--- src/rtl/cmpch_pkg.sv ---
package cmpch_pkg;

    localparam int unsigned TICK_W   = 64;
    localparam int unsigned NARROW_W = 32;

    typedef logic [TICK_W-1:0] tick_t;

    typedef struct packed {
        logic periodic;
        logic narrow;
    } mode_t;

    typedef struct packed {
        logic  load_cmp;
        logic  load_per;
        tick_t value;
    } wr_res_t;

    // Bits that take part at the active width.
    function automatic tick_t width_mask(input logic narrow);
        tick_t m;
        m = '1;
        if (narrow) m[TICK_W-1:NARROW_W] = '0;
        return m;
    endfunction

    // The sign bit at the active width.
    function automatic tick_t sign_bit(input logic narrow);
        tick_t b;
        b = '0;
        b[narrow ? NARROW_W-1 : TICK_W-1] = 1'b1;
        return b;
    endfunction

    // True when a lies strictly after b (wrap-aware).
    function automatic logic is_ahead(input tick_t a, input tick_t b, input logic narrow);
        tick_t d;
        d = b - a;
        return (d & sign_bit(narrow)) != '0;
    endfunction

endpackage

--- src/rtl/cmpch_wr.sv ---
module cmpch_wr
    import cmpch_pkg::*;
#(
    parameter int unsigned MIN_PERIOD = 12886
) (
    input  mode_t   mode_i,
    input  logic    setval_i,
    input  tick_t   wdata_i,
    output wr_res_t res_o
);
    localparam tick_t MIN_TICKS = tick_t'(MIN_PERIOD);

    tick_t data_m;
    tick_t per_v;

    always_comb begin
        data_m = wdata_i & width_mask(mode_i.narrow);
        per_v  = data_m & ~sign_bit(mode_i.narrow);
        if (per_v < MIN_TICKS) per_v = MIN_TICKS;
        res_o.load_cmp = !mode_i.periodic || setval_i;
        res_o.load_per = mode_i.periodic && !setval_i;
        res_o.value    = (!mode_i.periodic || setval_i) ? data_m : per_v;
    end
endmodule

--- src/rtl/cmpch_hit.sv ---
module cmpch_hit
    import cmpch_pkg::*;
(
    input  logic  clk,
    input  logic  rst,
    input  logic  run_i,
    input  logic  narrow_i,
    input  logic  catch_i,
    input  tick_t count_i,
    input  tick_t cmp_i,
    output logic  fire_now_o,
    output logic  fire_o
);
    logic match;
    logic hit_q;

    assign match      = ((count_i ^ cmp_i) & width_mask(narrow_i)) == '0;
    assign fire_now_o = run_i && match && !hit_q && !catch_i;

    always_ff @(posedge clk) begin
        if (rst) begin
            hit_q  <= 1'b0;
            fire_o <= 1'b0;
        end else begin
            hit_q  <= match && (hit_q || fire_now_o);
            fire_o <= fire_now_o;
        end
    end
endmodule

--- src/rtl/cmpch_step.sv ---
module cmpch_step
    import cmpch_pkg::*;
(
    input  mode_t mode_i,
    input  logic  fire_now_i,
    input  logic  catch_i,
    input  tick_t cmp_i,
    input  tick_t period_i,
    input  tick_t count_i,
    output tick_t cmp_o,
    output logic  catch_o
);
    tick_t sum;

    always_comb begin
        sum     = (cmp_i + period_i) & width_mask(mode_i.narrow);
        cmp_o   = cmp_i;
        catch_o = catch_i;
        if (catch_i) begin
            if (is_ahead(cmp_i, count_i, mode_i.narrow)) begin
                catch_o = 1'b0;
            end else begin
                cmp_o = sum;
            end
        end else if (fire_now_i && mode_i.periodic && (period_i != '0)) begin
            cmp_o   = sum;
            catch_o = 1'b1;
        end
    end
endmodule

--- src/rtl/cmp_channel.sv ---
module cmp_channel
    import cmpch_pkg::*;
#(
    parameter int unsigned MIN_PERIOD = 12886
) (
    input  logic              clk,
    input  logic              rst,
    input  logic              run_i,
    input  logic              periodic_i,
    input  logic              narrow_i,
    input  logic              setval_i,
    input  logic              cmp_wr_i,
    input  logic [TICK_W-1:0] cmp_wdata_i,
    input  logic [TICK_W-1:0] count_i,
    output logic              fire_o,
    output logic              setval_o,
    output logic [TICK_W-1:0] cmp_o,
    output logic [TICK_W-1:0] period_o
);
    mode_t   mode;
    wr_res_t wr;
    tick_t   cmp_q, per_q, cmp_d, per_d, step_cmp;
    logic    setval_q, setval_d, catch_q, catch_d, step_catch, fire_now;

    assign mode.periodic = periodic_i;
    assign mode.narrow   = narrow_i;

    cmpch_wr #(.MIN_PERIOD(MIN_PERIOD)) u_wr (
        .mode_i   (mode),
        .setval_i (setval_q),
        .wdata_i  (cmp_wdata_i),
        .res_o    (wr)
    );

    cmpch_hit u_hit (
        .clk        (clk),
        .rst        (rst),
        .run_i      (run_i),
        .narrow_i   (narrow_i),
        .catch_i    (catch_q),
        .count_i    (count_i),
        .cmp_i      (cmp_q),
        .fire_now_o (fire_now),
        .fire_o     (fire_o)
    );

    cmpch_step u_step (
        .mode_i     (mode),
        .fire_now_i (fire_now),
        .catch_i    (catch_q),
        .cmp_i      (cmp_q),
        .period_i   (per_q),
        .count_i    (count_i),
        .cmp_o      (step_cmp),
        .catch_o    (step_catch)
    );

    always_comb begin
        cmp_d    = step_cmp;
        catch_d  = step_catch;
        per_d    = per_q;
        setval_d = setval_q | setval_i;
        if (cmp_wr_i) begin
            setval_d = 1'b0;
            if (wr.load_cmp) begin
                cmp_d   = wr.value;
                catch_d = 1'b0;
            end
            if (wr.load_per) per_d = wr.value;
        end
        cmp_d = cmp_d & width_mask(narrow_i);
        per_d = per_d & width_mask(narrow_i);
    end

    always_ff @(posedge clk) begin
        if (rst) begin
            cmp_q    <= '1;
            per_q    <= '0;
            setval_q <= 1'b0;
            catch_q  <= 1'b0;
        end else begin
            cmp_q    <= cmp_d;
            per_q    <= per_d;
            setval_q <= setval_d;
            catch_q  <= catch_d;
        end
    end

    assign cmp_o    = cmp_q;
    assign period_o = per_q;
    assign setval_o = setval_q;
endmodule

--- config.mk ---
export PLATFORM = sky130hd
export DESIGN_NAME = cmp_channel
export DESIGN_NICKNAME = d
export VERILOG_FILES = /design/src/rtl/cmpch_pkg.sv /design/src/rtl/cmpch_wr.sv /design/src/rtl/cmpch_hit.sv /design/src/rtl/cmpch_step.sv /design/src/rtl/cmp_channel.sv
export SDC_FILE = /design/constraint.sdc
export NUM_CORES = 1
export LEC_CHECK = 0
export BUFFER_PORTS_ARGS = -buffer_cell sky130_fd_sc_hd__buf_4
export CORE_AREA = 2 2 107 213
export DETAILED_ROUTE_END_ITERATION = 10
export DIE_AREA = 0 0 109 215
export MAX_ROUTING_LAYER = met4
export PLACE_DENSITY = 0.75
export SYNTH_ARGS = -nofsm -noshare
export SYNTH_HDL_FRONTEND = slang
export SYNTH_SLANG_ARGS = --single-unit
--- constraint.sdc ---
create_clock -name clk -period 10.9 [get_ports clk]
set_clock_uncertainty 0.1 [all_clocks]
set_input_delay 2.18 -clock clk [delete_from_list [all_inputs] [get_ports clk]]
set_output_delay 2.18 -clock clk [all_outputs]
set_load 0.01 [all_outputs]
-- Word level (Yosys, flattened, before mapping)
Index checks and enable logic that the tools add are counted.
- multiplexer cells: 18
- $add $sub $neg: 2
- bitwise logic cells: 10
- magnitude comparators: 3
- reduce and logical (&&, ||, !) cells: 18
- operators by type and width (cell ; count):
    two-way mux 64 bit ; 9
    bitwise AND 64 bit ; 7
    nonzero test 64 bit ; 2
    adder 64 bit ; 1
    zero test 64 bit ; 1
    < comparator 64 x 14 -> 1 bit (second input constant) ; 1
    inverter 64 bit ; 1
    subtractor 64 bit ; 1
    bitwise XOR 64 bit ; 1
    two-way mux 32 bit ; 1
    logical AND 1 bit ; 8
    < comparator 6 x 7 -> 1 bit (second input constant) ; 1
    demux 1 bit (select 6 bit) ; 1
    greater-or-equal comparator 6 x 1 -> 1 bit (second input constant) ; 1
    two-way mux 1 bit ; 6
    two-way mux 6 bit ; 1
    zero test 1 bit ; 4
    logical OR 1 bit ; 2
    OR reduction 2 bit ; 1
    OR 1 bit ; 1
- input bits: 135
- register bits after elaboration: 132
- output and inout bits: 130
- logic and storage cells: 57

-- Longest topological paths before layout
- depth in word-level cells: 13
- depth in mapped cells: 15
- gate-level depth less buffers: 12

-- Hierarchy
Synthesis repeated with hierarchy kept, for this count alone.
- cells, all modules: 1586
- area, all modules: 12959.9 um^2
- modules (own cells, without submodules) (module ; cells each ; area an instance (um^2) ; times used ; sequential area each (um^2)):
    cmpch_step ; 867 ; 6160.9 ; 1 ; 0.0
    cmp_channel ; 526 ; 5401.4 ; 1 ; 2602.5
    cmpch_hit ; 94 ; 768.2 ; 1 ; 40.0
    cmpch_wr ; 99 ; 629.4 ; 1 ; 0.0

-- Worst setup path before layout
No wires, ideal clock.
- path type: input -> register
- from: input port count_i[30]
- to: register cmp_q[10], in the netlist cmp_o[10]
- path slack: 5726 ps
- required time: 10667 ps
- setup time: 133 ps
- arrival time: 4942 ps
- cell stages on the path: 14
- path buffers: 3
- path through: ha_1 nand4_1 nor4_1 and2_0 a2111oi_4 or3b_1 nand4_1 mux2_4 buf_6 nor2_4 buf_4 buf_6 mux2i_1 a21oi_1
- cells in the longest elaborated chain, start to end: 13
- elaborated cells on any way between the ends: 17
- classes of those cells: 1 x add/sub; 5 x mux; 4 x bitwise; 7 x reduce/logical
- ends and longest elaborated chain (item ; line ; source):
    start: declaration ; cmp_channel.sv:14 ; input logic [TICK_W-1:0] count_i,
    branches (longest 9 deep; another with subtractor 64 bit) ; n/a ;
    two-way mux 64 bit * ; cmpch_step.sv:19 ; if (catch_i) begin
    two-way mux 64 bit ; cmp_channel.sv:65 ; if (wr.load_cmp) begin
    two-way mux 64 bit * ; cmp_channel.sv:63 ; if (cmp_wr_i) begin
    bitwise AND 64 bit * ; cmp_channel.sv:71 ; cmp_d = cmp_d & width_mask(narrow_i);
    end signal: assignment ; cmp_channel.sv:82 ; cmp_q <= cmp_d;
    end: declaration ; cmp_channel.sv:22 ; tick_t cmp_q, per_q, cmp_d, per_d, step_cmp;
Every way passes the cells marked *.
A chain may end at the register's enable or synchronous reset.

-- Worst setup path in the final report
- from: input port count_i[28]
- to: register cmp_q[45], in the netlist cmp_o[45]
The elaborated chain is that of the path after synthesis.

==> results.md <==
- Routed length per instance: 21.1 microns
- Port Buffers: 264
- Multi-input logic area: 0.00745 sq mm
- Post-Synthesis Cells: 1405
- IO Pins: 265
- # DRC: 0
- CTS sink count: 132
- Synth Cell Area: 0.0108 sq mm
- Register area: 0.00264 sq mm
- Core Region: 0.0219 sq mm
- Final net count: 1884
- Worst Tran Pin Value: 1.06 ns
- Die Wd: 109 microns
- Critical Path End Type: register
- Status: complete, no violations
- CP Launch Type: input port
- Final RePlAce weighted congestion: 0.965
- Met1 GRT Util: 44.2%
- Final setup fails: 0
- Final Instance Count excl. Fillers: 1911
- RSZ-0062 raised after global routing: false
- Cells after DPL: 1879
- Share of the synthesized area in the top cell type: 24.6%
- Hold Fails Final Rpt: 0
- Gr ovfl total: 0
- Die Outline Area: 0.0234 sq mm
- Delay of the slowest cell on the worst path: 0.73 ns
- GR Util met3: 6.01%
- Design Area, Final: 0.0134 sq mm
- H-tree Lvls: 4
- Largest net degree at the start of global routing: 88
- Drt pass-1 iters: 6
- Setup TNS: 0 ns
- Top cells by area, synth: dfxtp_1 25%, ha_1 15%, a21oi_1 7.9%
- Slowest-stage cell, CP: nor4_1
- GRT Resource Usage Total: 35.3%
- Crit path kind: in2reg
- Fin crit share: 58.3%
- FP Rows: 77
- CTS Buffer Depth: 2
- Synthesis Warnings: 0
- Diode count: 0
- GRT met2 Usage: 54.5%
- Sequential share of the synthesized area: 24.6%
- Slew headroom: 29.0%
- Leak: 6.47 nW
- Clk pin slew, worst setup/hold paths: 0.06 ns
- Unique masters post-synth: 69
- Postcts setup bufs: 0
- Synthesized Nets: 1667
- DR iter-0 viols: 981
- Commonest non-fill, non-tap cell in the layout: buf_4
- Num CTS Buffers: 17
- CTS tree: built
- Drt via density: 6.30
- First-pass GRT wire length: 62.7 mm
- Worst endpoint required time: 11.16 ns
- Post-DP HPWL: 31.0 mm
- FILL cells: 1976
- Maxcap violations: 0
- Max Clk Rate: 157 MHz
- Post-layout minimum cycle time: 6.35 ns
- ANT nets after route: 0
- Worst skew pair latency: 0.45 ns
- Class of the worst hold path: reg2reg
- Commonest cells after routing, fill and taps aside: 273 x buf_4, 169 x a21oi_1, 132 x dfxtp_1
- Area Overhead vs Synth: 25.1%
- Clk root buf: clkbuf_16
- Dpl cell area: 0.0128 sq mm
- Crit path max fanout: 23
- # hold bufs at CTS: 0
- CTS resizes: 0
- Initial core utilization: 49.2%
- Main synth FF type: dfxtp_1
- Crit path DAT: 6.61 ns
- Maximum vdd drop: 0.0000904 V
- Register bit total from synthesis: 132
- Number of synthesized flops with an enable pin: 0
- Die Height: 215 microns
- Post-Route WL: 40.3 mm
- Initial antenna violation count: 0
- Asr flop ratio synth: 0%
- Global route hottest layer: met2
- Slew Viols, Final: 0
- Leading area contributor after synthesis: dfxtp_1
- Worst-path cell chain: buf_4 > ha_1 > nand4_1 > nor4_1 > and2_0 > a2111oi_4 > or3b_1 > nand4_1 > mux2_4 > nor2_4 > buf_4 > nand2_1 > o31ai_1
- Total number of vias: 12045
- Power Dens Cells: 124 mW/mm^2
- Vias in the first global route: 11580
- Syn avg cell area: 7.65 sq um
- Layout cells sized above 1: 19.8%
layer usage:
layer,wire [microns],part of all wire (%)
met4,1820,4.5
met2,18900,47
met3,3380,8.4
met1,16300,40
met5,0,0
state kept, by name (all words and copies together), names as in the netlist:
signal and cells:
u_hit.hit_q 1, u_hit.fire_o 1, cmp_o 64, setval_o 1, catch_q 1, period_o 64
critical path: cells and delay by family:
family / cells / cell delay [ns]
fa+ha+maj: 1 / 0.29
buf+inv: 2 / 0.62
mux: 1 / 0.38
compound gates: 2 / 0.45
simple gates: 7 / 2.68
synthesized netlist by cell type, types with 6 or more instances:
master and number:
ha_1 126, o221ai_1 6, or3_1 7, inv_1 96, mux2i_1 30, o21ai_0 67, nand4_1 43, nor3_1 47
a2111oi_0 6, a311oi_1 8, nand3_1 27, and3_1 8, a2bb2oi_1 9, buf_2 6, nand2_1 128, o211ai_1 13
dfxtp_1 132, and4_1 6, nand2b_1 7, a31oi_1 22, a211oi_1 8, a21oi_1 169, nor2b_1 11, nor4_1 33
a21o_1 48, o21bai_1 15, xor2_1 14, o21a_1 19, xnor2_1 40, a22oi_1 24, nor2_1 92, clkbuf_1 60
o31ai_1 10
per-stage QoR:
stage	util [%]	total power [mW]	setup WS (ns)	hold slack (ns)
finish	61.5	1.67	4.55	0.403
global placement	58.7	1.05	4.35	0.393
CTS	61.5	1.66	4.65	0.409
global route	61.5	1.74	4.22	0.433
detailed placement	58.7	1.06	4.24	0.401
floorplan	-	0.875	5.73	0.386
kinds of logic (layout without fill, tap and decap cells):
logic type      after synthesis  after routing  share of synthesized area (%)
buf+inv                     171            401                           6.32
compound gates              459            459                           27.4
xor+xnor                     54             54                           4.40
simple gates                430            430                           19.4
mux                          32             32                           3.04
flops                       132            132                           24.6
fa+ha+maj                   127            127                           14.9
where the power goes:
part | internal [mW] | switching (mW) | total (mW)
registers | 0.508 | 0.0341 | 0.542
logic | 0.225 | 0.301 | 0.526
clock network | 0.349 | 0.252 | 0.601
area by class of cell:
| class | instances | share of cell area [%] |
|---|---|---|
| multi-input cells | 1102 | 55.4 |
| flip-flops and latches | 132 | 19.7 |
| repair buffers | 273 | 15.2 |
| clock buffers | 18 | 3.27 |
| inverters | 96 | 2.68 |
| well taps | 276 | 2.57 |
| clock inverters | 14 | 1.22 |
worst paths after layout:
kind	startpoint	endpoint	slack, ns	cells past startpoint
setup / recovery	count_i[28]	cmp_o[45]	4.55	13
hold / removal	period_o[14]	period_o[14]	0.40	2
setup reg to reg	cmp_o[30]	cmp_o[45]	5.82	13
hold reg to reg	period_o[14]	period_o[14]	0.40	2
No activity file was read; power rests on OpenSTA's default activity.
